===== src/rtl/lql_pkg.sv =====
package lql_pkg;

    // Individual conditions that together qualify lock.
    typedef struct packed {
        logic data_ok;   // transitions recurring within the microsecond window
        logic harm_ok;   // alternating triplet recurring within the harmonic window
        logic phase_ok;  // loop reports phase lock
        logic link_ok;   // strobe gap still shorter than the hold limit
    } lql_cond_t;

    // True when three bits (oldest in bit 2) alternate.
    function automatic logic is_alt3(input logic [2:0] w);
        return (w == 3'b101) || (w == 3'b010);
    endfunction

    function automatic logic cond_met(input lql_cond_t c);
        return c.data_ok & c.harm_ok & c.phase_ok & c.link_ok;
    endfunction

endpackage


===== src/rtl/lql_bit_history.sv =====
module lql_bit_history
    import lql_pkg::*;
(
    input  logic clk,
    input  logic rst,
    input  logic bit_i,
    input  logic vld_i,
    output logic edge_o,
    output logic alt_o
);

    logic [1:0] hist_q;  // hist_q[1] older, hist_q[0] newest
    logic [1:0] fill_q;  // number of valid bits held, saturates at 2

    always_ff @(posedge clk) begin
        if (rst) begin
            hist_q <= '0;
            fill_q <= '0;
        end else if (vld_i) begin
            hist_q <= {hist_q[0], bit_i};
            if (fill_q != 2'd2) fill_q <= fill_q + 2'd1;
        end
    end

    assign edge_o = vld_i && (fill_q != 2'd0) && (bit_i != hist_q[0]);
    assign alt_o  = vld_i && (fill_q == 2'd2) && is_alt3({hist_q, bit_i});

endmodule


===== src/rtl/lql_watchdog.sv =====
module lql_watchdog #(
    parameter int LIMIT = 2
) (
    input  logic clk,
    input  logic rst,
    input  logic restart_i,
    input  logic tick_i,
    output logic ok_o
);

    localparam int CW = $clog2(LIMIT + 1);
    localparam logic [CW-1:0] TOP = CW'(LIMIT);

    logic [CW-1:0] cnt_q;

    // Starts expired so the qualifying event must be seen after reset.
    always_ff @(posedge clk) begin
        if (rst)
            cnt_q <= TOP;
        else if (restart_i)
            cnt_q <= '0;
        else if (tick_i && (cnt_q != TOP))
            cnt_q <= cnt_q + 1'b1;
    end

    assign ok_o = (cnt_q != TOP);

endmodule


===== src/rtl/lql_lock_qualifier.sv =====
module lql_lock_qualifier
    import lql_pkg::*;
#(
    parameter int US_LIMIT   = 2,
    parameter int HARM_LIMIT = 2,
    parameter int GAP_CYC    = 8
) (
    input  logic clk,
    input  logic rst,
    input  logic rx_bit_i,
    input  logic rx_vld_i,
    input  logic us_tick_i,
    input  logic sys_tick_i,
    input  logic phase_lock_i,
    output logic lock_o,
    output logic mute_o
);

    logic      bit_edge;
    logic      bit_alt;
    lql_cond_t cond;
    logic      lock_q;

    lql_bit_history u_hist (
        .clk    (clk),
        .rst    (rst),
        .bit_i  (rx_bit_i),
        .vld_i  (rx_vld_i),
        .edge_o (bit_edge),
        .alt_o  (bit_alt)
    );

    // Transition presence, timed in microsecond ticks.
    lql_watchdog #(.LIMIT(US_LIMIT)) u_data_wd (
        .clk       (clk),
        .rst       (rst),
        .restart_i (bit_edge),
        .tick_i    (us_tick_i),
        .ok_o      (cond.data_ok)
    );

    // Harmonic guard, timed in system-period thirds.
    lql_watchdog #(.LIMIT(HARM_LIMIT)) u_harm_wd (
        .clk       (clk),
        .rst       (rst),
        .restart_i (bit_alt),
        .tick_i    (sys_tick_i),
        .ok_o      (cond.harm_ok)
    );

    // Strobe gap, timed in block clock cycles.
    lql_watchdog #(.LIMIT(GAP_CYC)) u_gap_wd (
        .clk       (clk),
        .rst       (rst),
        .restart_i (rx_vld_i),
        .tick_i    (1'b1),
        .ok_o      (cond.link_ok)
    );

    assign cond.phase_ok = phase_lock_i;

    always_ff @(posedge clk) begin
        if (rst) lock_q <= 1'b0;
        else     lock_q <= cond_met(cond);
    end

    assign lock_o = lock_q;
    assign mute_o = ~lock_q;

endmodule


===== config.mk =====
export PLATFORM = sky130hd
export DESIGN_NAME = lql_lock_qualifier
export DESIGN_NICKNAME = d
export VERILOG_FILES = /design/src/rtl/lql_pkg.sv /design/src/rtl/lql_bit_history.sv /design/src/rtl/lql_watchdog.sv /design/src/rtl/lql_lock_qualifier.sv
export SDC_FILE = /design/constraint.sdc
export NUM_CORES = 1
export LEC_CHECK = 0
export BUFFER_PORTS_ARGS = -buffer_cell sky130_fd_sc_hd__buf_2
export CAP_MARGIN = 0
export CORE_MARGIN = 1
export CORE_UTILIZATION = 48
export DETAILED_ROUTE_END_ITERATION = 6
export GPL_TIMING_DRIVEN = 0
export PLACE_DENSITY = 0.77
export SLEW_MARGIN = 15
export SYNTH_ARGS = -nofsm -noshare
export SYNTH_HDL_FRONTEND = slang
export SYNTH_SLANG_ARGS = --single-unit

===== constraint.sdc =====
create_clock -name clk -period 1 [get_ports clk]
set_input_delay 0.25 -clock clk [delete_from_list [all_inputs] [get_ports clk]]
set_output_delay 0.25 -clock clk [all_outputs]
set_load 0.05 [all_outputs]

## After elaboration in Yosys (flattened, before gate mapping)

Cells that the tools add are included.
W data, S select, Z words.

- $add $sub $neg: 4
- Eq/ne operators: 8
- Muxes and demuxes: 6
- Bitwise gates (word level): 4
- Reduce and logical (&&, ||, !) cells: 15

Operators by type and width:

| cell | count |
|---|---|
| $mux W2 | 4 |
| $mux W4 | 2 |
| $reduce_bool A2 Y1 | 4 |
| $add A2 B1 Y2 const B | 3 |
| $logic_and A1 B1 Y1 | 6 |
| $ne A2 B2 Y1 const B | 3 |
| $reduce_or A2 Y1 | 3 |
| $add A4 B1 Y4 const B | 1 |
| $ne A4 B4 Y1 const B | 1 |
| $and A1 B1 Y1 | 3 |
| $eq A3 B2 Y1 const B | 1 |
| $eq A3 B3 Y1 const B | 1 |
| $eq A2 B2 Y1 const B | 1 |
| $reduce_and A2 Y1 | 1 |
| $logic_or A1 B1 Y1 | 1 |
| $ne A1 B1 Y1 | 1 |
| $not A1 Y1 | 1 |

- Flip-flop bits (word level): 13
- Bits of input ports: 7
- Output and inout port bits: 2
- Logic and storage cells: 46

## Longest topological paths before layout

- Word-level depth: 4
- Gate-level depth with buffers: 5
- Gate-level depth less buffers: 5

## Cells and area by module

A second synthesis with hierarchy kept.

- Cells, all modules: 77
- Area total of the unflattened synthesis: 725.7 um^2

By module, submodules not included:

| module | times used | cells an instance | area each (um^2) | seq. area each (um^2) |
|---|---|---|---|---|
| lql_bit_history | 1 | 26 | 252.7 | 80.1 |
| lql_watchdog (u_data_wd ...) | 2 | 11 | 107.6 | 40.0 |
| lql_watchdog (u_gap_wd) | 1 | 24 | 212.7 | 80.1 |
| lql_lock_qualifier | 1 | 5 | 45.0 | 20.0 |

## Worst setup path after synthesis

No wires, ideal clock.

- Kind: register to output
- Start point: register lock_q, in the netlist lock_o
- End point: output mute_o
- Arrival time: 0.956 ns
- Required time: 0.750 ns
- Setup slack: -0.206 ns
- Stages on the path, launching flop included: 2
- Buffers on the path: 0
- Path through: dfxtp_1 inv_1

- Word-level cells in the longest chain between the ends: 1

Ends and longest elaborated chain:

| item | RTL line | source |
|---|---|---|
| start, declared | lql_lock_qualifier.sv:22 | `logic lock_q;` |
| start signal, assigned | lql_lock_qualifier.sv:64 | `else lock_q <= cond_met(cond);` |
| $not A1 Y1 | lql_lock_qualifier.sv:68 | `assign mute_o = ~lock_q;` |
| end, declared | lql_lock_qualifier.sv:16 | `output logic mute_o` |

Every way passes these cells.

## Worst setup path after layout

Same ends and word-level chain as after synthesis.

==> impl_metrics.ini <==
[detailed_routing]
wirelength_um = 1170
route.met3.wl_um = 46
drtIter0Drc = 7
topRoutingLayerUsed = met4
met2_length_um = 572
vias_per_cell = 4.85
drt_first_pass_iters = 4
route.detailed.drc = 0
met1_length_um = 537
drtAntennaViolNets = 0
via_count = 495
wl_per_cell_um = 11.5

[final_layout]
multi_input_area_um2 = 499
fin_util = 0.738
layout_commonest_cell = buf_4
num_antenna_cells = 0
layout_common_cells = buf_4 (7), ha_4 (6)
syn_to_final_growth_pct = 40.5
drive_gt1_frac = 0.598
stdcell_count = 102
final_nets = 103
register_area_um2 = 282
fillers = 90

[grt]
antenna_found_initial = 0
grt_pass1_wl_um = 1680
grt_overflow = 0
grt_max_degree = 11
track_usage = 0.166
grt_pass1_vias = 427

[clock_tree]
cts_tree = built
cts.htree.levels = 1
clk_path_buf_depth = 2
cts_root_buf = clkbuf_4
hold_buffers = 0
clock-sinks = 13
path_clk_slew_ns = 0.08
cts_buffers = 3
clk_latency_ns = 0.27

[hold_path]
hold_path.class = input pin to flip-flop
min_path_cells = 2

[worst_setup_path]
critical_path.slowest_cell = dfxtp_4
worstSetupPathType = flip-flop to output port
worstPathRequired_ns = 0.75
critPathLaunchType = flip-flop
end_kind = output port
critPathMaxStageDelay_ns = 0.36
critPathMaxFanout = 2
r2r_cells = 5
arrival_ns = 0.85
cp_cell_sequence = clkinvlp_4 > buf_6

[power]
netSwitchingFraction = 0.269
share_comb_of_total_power = 0.236
p_per_area_nw_per_um2 = 1210
pwr-share-seq = 0.494
p_sw_w = 0.000315
cell_internal_pwr_w = 0.000858
p_leak_nw = 0.382
pwr-share-clk = 0.270
vdd_drop_max_mv = 0.705

[timing]
worst_hold_slack_ns = 0.166
rsz0062_at_grt = yes
layout_setup_ws_ns = -0.102
skew_ns = 0.00444
max_slew.worst_pin.slew_ns = 0.146
finalCritPeriodShare = 1.10
layout_min_cycle_time_ns = 1.10
fmax_mhz = 908
tns_ns = -0.270
relSlewSlack = 0.900
hold_viol = 0
setup_viol = 7
final_max_slew_viol_count = 0

[floorplanning]
die_w_um = 40.0
core-area_um2 = 1320
fp.dieArea_um2 = 1600
fp.dieH_um = 40.0
io_pins = 9
rows = 13
start_util = 0.525

[job]
drv_cap = 0

[synth]
syn_nets = 86
ys_warn_count = 0
syn_area_um2 = 692
synth_xor_area_frac = 0.0759
ys_ff_latch = 13
syn-mean-instance-area_um2 = 9.75
synth_seq_area_share = 0.376
synth.mux.area_fraction = 0.0723
synth_top_family_by_area = simple AND/OR/NAND/NOR gates
synthSimpleGateAreaFrac = 0.213
ys_types = 22
synth-compound-area-share = 0.0398
postSynthCellCount = 71
synthAdderAreaFrac = 0.145

[outcome]
violations = setup timing
outcome = finished, violations left

[placement]
gp_congestion = 0.662
dp_cells = 92
portBuffers = 6
dp_hpwl_um = 786
place_ws_ns = -0.169
==> Yosys cell counts <==
cell	n	area, um2
dfxtp_1	13	260
inv_1	10	37.5
ha_1	8	100
nor2_1	7	26.3
mux2i_1	5	50.1
nor3_1	5	25.0
xnor2_1	4	35.0
o21ai_0	3	15.0
nand2_1	2	7.51
xor2_1	2	17.5
and2_1	1	6.26
and4_1	1	8.76
buf_2	1	5.00
buf_6	1	11.3
nand3_1	1	5.00
nand3b_1	1	7.51
nand3b_4	1	20.0
nor2b_1	1	6.26
nor2b_2	1	8.76
nor2b_4	1	13.8
nor3b_2	1	12.5
o31ai_2	1	12.5
==> logic make-up (layout without fill, tap and decap cells) <==
| kind of cell | count (synthesis) | after routing |
|---|---|---|
| xor gates and xnor gates | 6 | 6 |
| buffers and inverters | 12 | 28 |
| AOI/OAI and AO/OA | 4 | 4 |
| muxes | 5 | 5 |
| and+or+nand+nor | 23 | 23 |
| adders and majority gates | 8 | 8 |
| DFF | 13 | 13 |
==> metal layers <==
metal	vias to the layer above	global-route usage
li1	262	-
met1	223	0.188
met2	8	0.270
met3	2	0.0500
met4	0	0.103
met5	-	0
==> state kept, by name, indices dropped and copies added (netlist names) <==
signal           cells
u_gap_wd.cnt_q       4
u_data_wd.cnt_q      2
u_harm_wd.cnt_q      2
u_hist.fill_q        2
u_hist.hist_q        2
lock_o               1
==> per-stage QoR <==
stage          cell area, um2  power [W]
2_1_floorplan             713   0.000735
3_3_place_gp              762   0.000765
3_5_place_dp              762   0.000774
4_1_cts                   920    0.00118
5_1_grt                   972    0.00125
6_report                  972    0.00117
==> critical path: cells and delay by family (launching register included) <==
family / cells / cell delay, ns
buffers and inverters: 2 / 0.22
DFF: 1 / 0.36
==> layout make-up <==
class / instances / area share
buffer: 2 / 0.0167
clock buffer: 4 / 0.0270
inverter: 10 / 0.0476
multi-input combinational: 46 / 0.514
sequential: 13 / 0.290
tap: 15 / 0.0193
timing repair buffer: 12 / 0.0862
==> worst paths after layout <==
kind,slack [ns],endpoint,startpoint
worst max register to register,-0.03,u_gap_wd.cnt_q[0],u_gap_wd.cnt_q[0]
worst min-delay path,0.17,u_gap_wd.cnt_q[1],rx_vld_i
worst max-delay path,-0.10,mute_o,lock_o
worst min register to register,0.53,u_data_wd.cnt_q[1],u_data_wd.cnt_q[1]
==> power groups by stage <==
stage / clock [W] / combinational, W / sequential (W)
after floorplan: 0 / 0.000154 / 0.000582
after global placement: 0 / 0.000181 / 0.000585
after detailed placement: 0 / 0.000188 / 0.000586
after CTS: 0.000331 / 0.000270 / 0.000581
after global routing: 0.000356 / 0.000304 / 0.000585
final: 0.000316 / 0.000277 / 0.000580
==> timing repair <==
action / CTS / global route
cloned: 0 / 0
setup buffers: 6 / 0
pin swaps: 7 / 7
endpoints found under the setup margin: 11 / 12
gates resized for setup: 23 / 15
Power figures use the tool's default switching activity.
